===== src/rtl/tune_pkg.sv =====
package tune_pkg;
  localparam int BAND_W  = 4;
  localparam int RATIO_W = 15;

  typedef enum logic [1:0] {
    FR_NONE  = 2'd0,
    FR_SHORT = 2'd1,
    FR_MID   = 2'd2,
    FR_LONG  = 2'd3
  } frame_kind_t;

  typedef struct packed {
    logic [BAND_W-1:0]  band;
    logic [RATIO_W-1:0] ratio;
    logic               pump_hi;
    logic [1:0]         pc_mode;
    logic               test_route;
    logic               ref_sel;
  } tune_word_t;
endpackage


===== src/rtl/tw_sync.sv =====
module tw_sync #(
  parameter int STAGES = 2,
  parameter int W      = 3
) (
  input  logic         clk,
  input  logic         rst,
  input  logic [W-1:0] d,
  output logic [W-1:0] q
);
  logic [W-1:0] st [STAGES];

  always_ff @(posedge clk) begin
    if (rst) st[0] <= '0;
    else     st[0] <= d;
  end

  for (genvar i = 1; i < STAGES; i++) begin : g_stage
    always_ff @(posedge clk) begin
      if (rst) st[i] <= '0;
      else     st[i] <= st[i-1];
    end
  end

  assign q = st[STAGES-1];
endmodule


===== src/rtl/tw_shifter.sv =====
module tw_shifter #(
  parameter int LONG_LEN = 34,
  parameter int CW       = 6
) (
  input  logic                clk,
  input  logic                rst,
  input  logic                sclk_s,
  input  logic                sdat_s,
  input  logic                en_s,
  output logic [LONG_LEN-1:0] sr,
  output logic [CW-1:0]       cnt,
  output logic                frame_end
);
  localparam logic [CW-1:0] CAP = CW'(LONG_LEN + 1);

  logic sclk_d, en_d;
  logic take_bit, frame_start;

  assign take_bit    = sclk_s & ~sclk_d & en_s;
  assign frame_start = en_s & ~en_d;
  assign frame_end   = en_d & ~en_s;

  always_ff @(posedge clk) begin
    if (rst) begin
      sclk_d <= 1'b0;
      en_d   <= 1'b0;
      sr     <= '0;
      cnt    <= '0;
    end else begin
      sclk_d <= sclk_s;
      en_d   <= en_s;
      if (frame_start) begin
        cnt <= '0;
      end else if (take_bit) begin
        sr <= {sr[LONG_LEN-2:0], sdat_s};
        if (cnt != CAP) cnt <= cnt + 1'b1;
      end
    end
  end

  // the bit counter saturates one above the longest legal frame
  assert_cnt_cap_R9: assert property (@(posedge clk) disable iff (rst)
    cnt <= CAP);

  // the count only moves while enable is high (or is cleared at start)
  assert_idle_hold_R8: assert property (@(posedge clk) disable iff (rst)
    (!en_s && !en_d) |=> $stable(cnt));
endmodule


===== src/rtl/tw_decoder.sv =====
module tw_decoder
  import tune_pkg::*;
#(
  parameter int SHORT_LEN = 18,
  parameter int MID_LEN   = 19,
  parameter int LONG_LEN  = 34,
  parameter int CW        = 6
) (
  input  logic                clk,
  input  logic                rst,
  input  logic                frame_end,
  input  logic [LONG_LEN-1:0] sr,
  input  logic [CW-1:0]       cnt,
  output tune_word_t          word,
  output logic                load_stb
);
  localparam int TAIL = LONG_LEN - BAND_W - RATIO_W;

  frame_kind_t kind;
  tune_word_t  nxt;

  always_comb begin
    if      (cnt == CW'(SHORT_LEN)) kind = FR_SHORT;
    else if (cnt == CW'(MID_LEN))   kind = FR_MID;
    else if (cnt == CW'(LONG_LEN))  kind = FR_LONG;
    else                            kind = FR_NONE;
  end

  always_comb begin
    nxt = word;
    unique case (kind)
      FR_SHORT: begin
        nxt.band  = sr[SHORT_LEN-1 -: BAND_W];
        nxt.ratio = {1'b0, sr[RATIO_W-2:0]};
      end
      FR_MID: begin
        nxt.band  = sr[MID_LEN-1 -: BAND_W];
        nxt.ratio = sr[RATIO_W-1:0];
      end
      FR_LONG: begin
        nxt.band       = sr[LONG_LEN-1 -: BAND_W];
        nxt.ratio      = sr[LONG_LEN-BAND_W-1 -: RATIO_W];
        nxt.ref_sel    = sr[TAIL-2];
        nxt.test_route = sr[TAIL-3];
        nxt.pc_mode    = {sr[TAIL-5], sr[TAIL-6]};
        nxt.pump_hi    = sr[TAIL-7];
      end
      default: ;
    endcase
  end

  always_ff @(posedge clk) begin
    if (rst) begin
      word     <= '0;
      load_stb <= 1'b0;
    end else begin
      load_stb <= frame_end && (kind != FR_NONE);
      if (frame_end && kind != FR_NONE) word <= nxt;
    end
  end

  // strobe is one cycle wide
  assert_stb_single_R7: assert property (@(posedge clk) disable iff (rst)
    load_stb |=> !load_stb);

  // outputs move only at the end of a frame
  assert_hold_between_R6: assert property (@(posedge clk) disable iff (rst)
    !frame_end |=> $stable(word));

  // rejected frames leave everything untouched
  assert_reject_R6: assert property (@(posedge clk) disable iff (rst)
    (frame_end && kind == FR_NONE) |=> (!load_stb && $stable(word)));

  // short frames clear the divider MSB
  assert_short_msb_R2: assert property (@(posedge clk) disable iff (rst)
    (frame_end && kind == FR_SHORT) |=> !word.ratio[RATIO_W-1]);

  // short and mid frames keep test bits
  assert_test_keep_R5: assert property (@(posedge clk) disable iff (rst)
    (frame_end && (kind == FR_SHORT || kind == FR_MID)) |=>
      ($stable(word.pump_hi) && $stable(word.pc_mode) &&
       $stable(word.test_route) && $stable(word.ref_sel)));
endmodule


===== src/rtl/tune_word_rx.sv =====
module tune_word_rx
  import tune_pkg::*;
#(
  parameter int SYNC_STAGES = 2,
  parameter int SHORT_LEN   = 18,
  parameter int MID_LEN     = 19,
  parameter int LONG_LEN    = 34
) (
  input  logic               clk,
  input  logic               rst,
  input  logic               ser_clk,
  input  logic               ser_data,
  input  logic               ser_en,
  output logic [BAND_W-1:0]  band_out,
  output logic [RATIO_W-1:0] div_ratio,
  output logic               pump_hi,
  output logic [1:0]         pc_mode,
  output logic               test_route,
  output logic               ref_div_sel,
  output logic               load_stb
);
  localparam int CW = $clog2(LONG_LEN + 2);

  logic [2:0]          raw, synced;
  logic [LONG_LEN-1:0] sr;
  logic [CW-1:0]       cnt;
  logic                frame_end;
  tune_word_t          word;

  assign raw = {ser_en, ser_data, ser_clk};

  tw_sync #(.STAGES(SYNC_STAGES), .W(3)) u_sync (
    .clk (clk),
    .rst (rst),
    .d   (raw),
    .q   (synced)
  );

  tw_shifter #(.LONG_LEN(LONG_LEN), .CW(CW)) u_shift (
    .clk       (clk),
    .rst       (rst),
    .sclk_s    (synced[0]),
    .sdat_s    (synced[1]),
    .en_s      (synced[2]),
    .sr        (sr),
    .cnt       (cnt),
    .frame_end (frame_end)
  );

  tw_decoder #(
    .SHORT_LEN (SHORT_LEN),
    .MID_LEN   (MID_LEN),
    .LONG_LEN  (LONG_LEN),
    .CW        (CW)
  ) u_dec (
    .clk       (clk),
    .rst       (rst),
    .frame_end (frame_end),
    .sr        (sr),
    .cnt       (cnt),
    .word      (word),
    .load_stb  (load_stb)
  );

  assign band_out    = word.band;
  assign div_ratio   = word.ratio;
  assign pump_hi     = word.pump_hi;
  assign pc_mode     = word.pc_mode;
  assign test_route  = word.test_route;
  assign ref_div_sel = word.ref_sel;
endmodule


===== config.mk =====
export PLATFORM = sky130hd
export DESIGN_NAME = tune_word_rx
export DESIGN_NICKNAME = d
export VERILOG_FILES = /design/src/rtl/tune_pkg.sv /design/src/rtl/tw_sync.sv /design/src/rtl/tw_shifter.sv /design/src/rtl/tw_decoder.sv /design/src/rtl/tune_word_rx.sv
export SDC_FILE = /design/constraint.sdc
export NUM_CORES = 1
export LEC_CHECK = 0
export CORE_ASPECT_RATIO = 1.25
export CORE_UTILIZATION = 50
export DETAILED_ROUTE_END_ITERATION = 10
export MAX_ROUTING_LAYER = met4
export PLACE_DENSITY = 0.8
export SLEW_MARGIN = 20
export SYNTH_ARGS = -nofsm -noshare
export SYNTH_HDL_FRONTEND = slang
export SYNTH_SLANG_ARGS = --single-unit

===== constraint.sdc =====
create_clock -name clk -period 1.75 [get_ports clk]
set_input_delay 0.35 -clock clk [delete_from_list [all_inputs] [get_ports clk]]
set_output_delay 0.35 -clock clk [all_outputs]
set_load 0.005 [all_outputs]

==> results of run 1 <==
power breakdown:
group | switching (mW) | internal, mW | total (mW)
registers | 0.00394 | 1.67 | 1.67
logic | 0.0379 | 0.0229 | 0.0608
clock network | 0.601 | 1.12 | 1.72
total | 0.643 | 2.81 | 3.46
cell families (layout without fill, tap and decap cells):
| logic type | Yosys count | after routing | synth area share |
|---|---|---|---|
| and+or+nand+nor | 141 | 141 | 0.2199 |
| AOI/OAI and AO/OA | 87 | 87 | 0.2072 |
| DFF | 73 | 73 | 0.4939 |
| buffers and inverters | 29 | 65 | 0.05581 |
| xor gates and xnor gates | 5 | 5 | 0.01480 |
| adders and majority gates | 2 | 2 | 0.008455 |
stage by stage:
| stage | util | setup WS [ns] |
|---|---|---|
| floorplan | - | 0.04972 |
| global placement | 0.5993 | 0.06792 |
| detailed placement | 0.5993 | -0.02291 |
| CTS | 0.6473 | 0.01183 |
| global route | 0.6563 | -0.02918 |
| finish | 0.6563 | 0.02688 |
final timing paths:
path / start / endpoint / slack, ns / cells past startpoint
setup / recovery: u_shift.cnt[0] / u_dec.word[23] / 0.03 / 6
hold / removal: rst / u_sync.st[0][1] / 0.37 / 2
setup reg to reg: u_shift.cnt[0] / u_dec.word[23] / 0.03 / 6
hold reg to reg: u_sync.st[0][1] / u_sync.st[1][1] / 0.44 / 1
worst max-delay path, cell delays in order (launching register included):
cell and delay (ns):
dfxtp_2 0.36, inv_2 0.05, ha_4 0.15, nand4bb_1 0.20
a211o_1 0.35, a222oi_1 0.35, a211oi_1 0.14
flip-flops by register name, summed over array words and instances (netlist names):
name,cells
u_sync.st,6
u_shift.sclk_d,1
u_shift.cnt,6
u_shift.sr,34
u_dec.word,24
u_dec.load_stb,1
u_shift.en_d,1
placed cells by master, fill, tap and decap left out, drive strengths merged, types with 4 or more instances in the layout:
cell,count
nor2,7
buf,20
a211oi,6
and2,4
xor2,4
a222oi,4
dfxtp,73
clkdlybuf4s50,28
clkbuf,10
nand3,6
a21oi,58
nand2,103
a311oi,14
nor2b,8
bufinv,4
cell type report:
cell class                      instances  area [um^2]
Fill cell                             451         1909
Sequential cell                        73         1464
Multi-Input combinational cell        235         1348
Timing Repair Buffer                   48        481.7
Clock buffer                           10        137.6
Clock inverter                          5        127.6
Tap cell                               64        80.08
Inverter                                2        7.507
metal layers:
layer / vias to the layer above / share of wire / track usage
met3: 8 / 0.039 / 0.04028
met1: 1186 / 0.42 / 0.2564
met4: 0 / 0.018 / 0.1400
met2: 57 / 0.52 / 0.3593
met5: - / 0 / -
li1: 1215 / - / -
what timing repair did:
action                                  CTS  global route
pin swaps                                 0             5
resized for setup                         1             6
setup buffers                             0             4
endpoints found under the hold margin     0             0
cloned                                    0             0
hold buffers                              0             0
endpoints found under the setup margin    4             4
==> impl_metrics.ini, run 1 <==
[placed_design]
globalplace.congestion = 0.8728
dp_hpwl_um = 3866
place_inst = 418
post_dp_cell_area_um2 = 3329
place.port_buffers = 29

[setup_path]
cp.arrival_ns = 1.94
end_kind = flip-flop
crit_path_start_kind = flip-flop
critPathKind = flip-flop to flip-flop
critPathRequiredTime_ns = 1.97
path_max_fanout = 4

[global_route]
grt_pass1_vias = 2269
grt_pass1_wl_um = 10380
grt-ovfl-total = 0
grt_start_max_net_pins = 54
antenna_found_initial = 0
grtUsageTotal = 0.2225

[sta]
fmax_mhz = 580.3
worst_pin_slew_ns = 0.3216
final-hold-violation-count = 0
post-route-period-util = 0.9846
post-route-min-period_ns = 1.723
slew_viol_final = 0
finClkSkew_ns = 0.009804
rsz0062_at_grt = true
whs_ns = 0.3729
setup_violations = 0
finalSetupTns_ns = 0
maxSlewHeadroom = 0.7826

[clocking]
numClockSinks = 73
cts_buffers = 9
clk_latency_ns = 0.35
root_buffer = clkbuf_8
cts.htree.levels = 3
clockBufferDepth = 2
cts.clk_slew.worst_paths_ns = 0.07
tritoncts = built

[layout]
antenna_cells = 0
drive_above_1_share = 0.1555
areaGrowthSynthToFinish_pct = 23.21
fin_cells = 437
nNetsFinal = 376
fin_area_um2 = 3646

[job]
cap_violations = 0

[yosys]
synth_top_area_frac = 0.4939
synth_cell_types = 39
synth_common_cells = nand2_1 (103), dfxtp_1 (73), a21oi_1 (56)
syn_area_per_cell_um2 = 8.781
ys_ff_latch = 73
syn_nets = 344
async_reset_ff_frac = 0
synth_edf_count = 0
synth_top_flop_cell = dfxtp_1
synth_cells = 337
yosysMostFrequentCell = nand2_1
yosys_warnings = 0
synth_area_leader_cell = dfxtp_1
synthTopCellsByArea = dfxtp_1 (49%), nand2_1 (13%), a21oi_1 (9.5%), a311oi_2 (5.1%), buf_6 (1.9%)
synth_area_um2 = 2959
seq_area_frac_synth = 0.4939

[drt]
detail-route-antenna-nets = 0
drtIter0Drc = 246
wire_per_inst_um = 14.24
vias = 2466
via_per_inst = 5.643
drt_pass1_iterations = 6
route.detailed.drc = 0
wl_um = 6223

[floorplan]
floorplan.initialDensity = 0.5327
row_count = 30
die_width_um = 70.81
coreArea_um2 = 5555
io_pins = 30
die_h_um = 88.01
dieArea_um2 = 6232

[pwr]
vdd_drop_max_mv = 0.7699
powerDensity_nw_per_um2 = 947.8
power.total_mw = 3.456
leakage_nw = 1.203

[hold_path]
hold_path_class = input port to flip-flop

[outcome]
outcome = finished, final reports clean
Power figures use the tool's default switching activity.
==> run 2, diff against run 1 <==
CTS_CLUSTER_DIAMETER = 50   (was unset)
==> results of run 2 <==
Final layout, timing and power as in run 1 (identical DEF).
==> run 3, diff against run 2 <==
--- a/config.mk
+++ b/config.mk
@@ -11,5 +11,5 @@
 export DETAILED_ROUTE_END_ITERATION = 10
 export MAX_ROUTING_LAYER = met4
-export PLACE_DENSITY = 0.8
+export PLACE_DENSITY = 0.74
 export SLEW_MARGIN = 20
 export SYNTH_ARGS = -nofsm -noshare
==> constraint.sdc (replaced) <==
create_clock -name clk -period 1.46 [get_ports clk]
set_input_delay 0.292 -clock clk [delete_from_list [all_inputs] [get_ports clk]]
set_output_delay 0.292 -clock clk [all_outputs]
set_load 0.01 [all_outputs]
==> impl_metrics.ini, run 3 (synthesis results as in run 1) <==
[layout]
layout_common_cells = nand2_1 (102), dfxtp_1 (71), a21oi_1 (55)
drive_above_1_share = 0.2185
final_common_cell = nand2_1
fillers = 414
nNetsFinal = 391
top_register = u_shift.sr
areaGrowthSynthToFinish_pct = 31.63
antenna_cells = 0
largest_reg_flops = 34
fin_cells = 453
reg_top3 = u_shift.sr (34), u_dec.word (24)

[sta]
maxSlewHeadroom = 0.7589
finalSetupTns_ns = -2.293
fmax_mhz = 594.8
post-route-period-util = 1.152
worst_pin_slew_ns = 0.3597
slew_viol_final = 0
final-hold-violation-count = 0
setup_violations = 25
post-route-min-period_ns = 1.681
worst_slack_ns = -0.2214
finClkSkew_ns = 0.007324
rsz0062_at_grt = true

[drt]
drt_pass1_iterations = 11
wl_um = 6842
via_per_inst = 5.642
vias = 2556
detail-route-antenna-nets = 0
wire_per_inst_um = 15.10
drtIter0Drc = 264
route.detailed.drc = 2

[floorplan]
floorplan.initialDensity = 0.5327
dieArea_um2 = 6232
io_pins = 30
coreArea_um2 = 5555
die_width_um = 70.81
die_h_um = 88.01
row_count = 30

[pwr]
leakage_nw = 1.431
power.total_mw = 3.843
vdd_drop_max_mv = 0.5800
powerDensity_nw_per_um2 = 986.6

[outcome]
violations = DRC, setup timing
outcome = finished, violations left

[setup_path]
crit_path_cell_trace = inv_2, ha_4, nand4bb_4, a211o_1, a222oi_1, a211oi_1
critical_path.slowest_cell = dfxtp_4
critPathKind = flip-flop to flip-flop
critPathRequiredTime_ns = 1.68
end_kind = flip-flop
path_max_fanout = 4
cp.arrival_ns = 1.90
cpPeakStageDelay_ns = 0.36
crit_path_start_kind = flip-flop

[clocking]
root_buffer = clkbuf_8
clk_latency_ns = 0.35
cts.htree.levels = 3
clockBufferDepth = 2
cts_buffers = 9
cts.clk_slew.worst_paths_ns = 0.07
numClockSinks = 73
tritoncts = built

[job]
cap_violations = 0

[placed_design]
place_inst = 427
dp_hpwl_um = 4027
place_ws_ns = -0.1653
place.port_buffers = 29
globalplace.congestion = 0.8060

[global_route]
grt_start_max_net_pins = 35
grt_pass1_wl_um = 10720
grtUsageTotal = 0.2316
grt_pass1_vias = 2311
antenna_found_initial = 0
grt-ovfl-total = 0

[hold_path]
hold_path_class = input port to flip-flop
-- run 3: critical path, delay by kind of cell, from the launching register on --
| kind | cells | cell delay [ns] |
|---|---|---|
| AO/OA/AOI/OAI | 3 | 0.80 |
| flip-flops | 1 | 0.36 |
| AND/OR/NAND/NOR | 1 | 0.19 |
| adder cells (fa/ha/maj) | 1 | 0.16 |
| buffers and inverters | 1 | 0.04 |
-- run 3: report_power, final --
| part | switching [mW] | total, mW | internal [mW] | leakage, nW |
|---|---|---|---|---|
| Combinational | 0.0507 | 0.0844 | 0.0337 | 0.727 |
| Sequential | 0.00436 | 2.00 | 2.00 | 0.590 |
| Clock | 0.750 | 1.76 | 1.01 | 0.113 |
-- run 3: metal layers --
| metal | part of all wire | track usage | vias to the layer above |
|---|---|---|---|
| li1 | - | - | 1252 |
| met1 | 0.44 | 0.2751 | 1223 |
| met2 | 0.50 | 0.3733 | 69 |
| met3 | 0.041 | 0.04833 | 12 |
| met4 | 0.020 | 0.1164 | 0 |
| met5 | 0 | - | - |
-- run 3: area by class of cell --
cell class	count	area (um^2)	share of cell area
Clock inverter	5	78.83	0.02024
Clock buffer	11	141.4	0.03630
Sequential cell	73	1466	0.3765
Tap cell	64	80.08	0.02056
Inverter	2	7.507	0.001927
Timing Repair Buffer	63	665.6	0.1709
Multi-Input combinational cell	235	1455	0.3736
-- run 3: final timing paths --
kind / startpoint / to / slack (ns) / cells after the start
setup reg to reg: u_shift.cnt[0] / u_dec.word[22] / -0.22 / 6
setup / recovery: u_shift.cnt[0] / u_dec.word[22] / -0.22 / 6
hold / removal: rst / u_shift.sr[31] / 0.27 / 2
hold reg to reg: u_sync.st[0][0] / u_sync.st[1][0] / 0.44 / 1
-- run 3: metrics by stage --
| step | utilization | hold slack [ns] | cell area, um^2 |
|---|---|---|---|
| finish | 0.7011 | 0.2741 | 3895 |
| global route | 0.7011 | 0.2733 | 3895 |
| CTS | 0.6597 | 0.2608 | 3665 |
| detailed placement | 0.6207 | 0.4269 | 3448 |
| global placement | 0.6207 | 0.4170 | 3448 |
| floorplan | - | 0.4138 | 2973 |
-- run 3: repair_timing --
action / 4_1_cts / 5_1_grt
pin swaps: 3 / 14
buffers inserted: 1 / 4
resized for setup: 30 / 27
endpoints found under the setup margin: 50 / 28
gates cloned: 0 / 5
hold buffers: 0 / 0
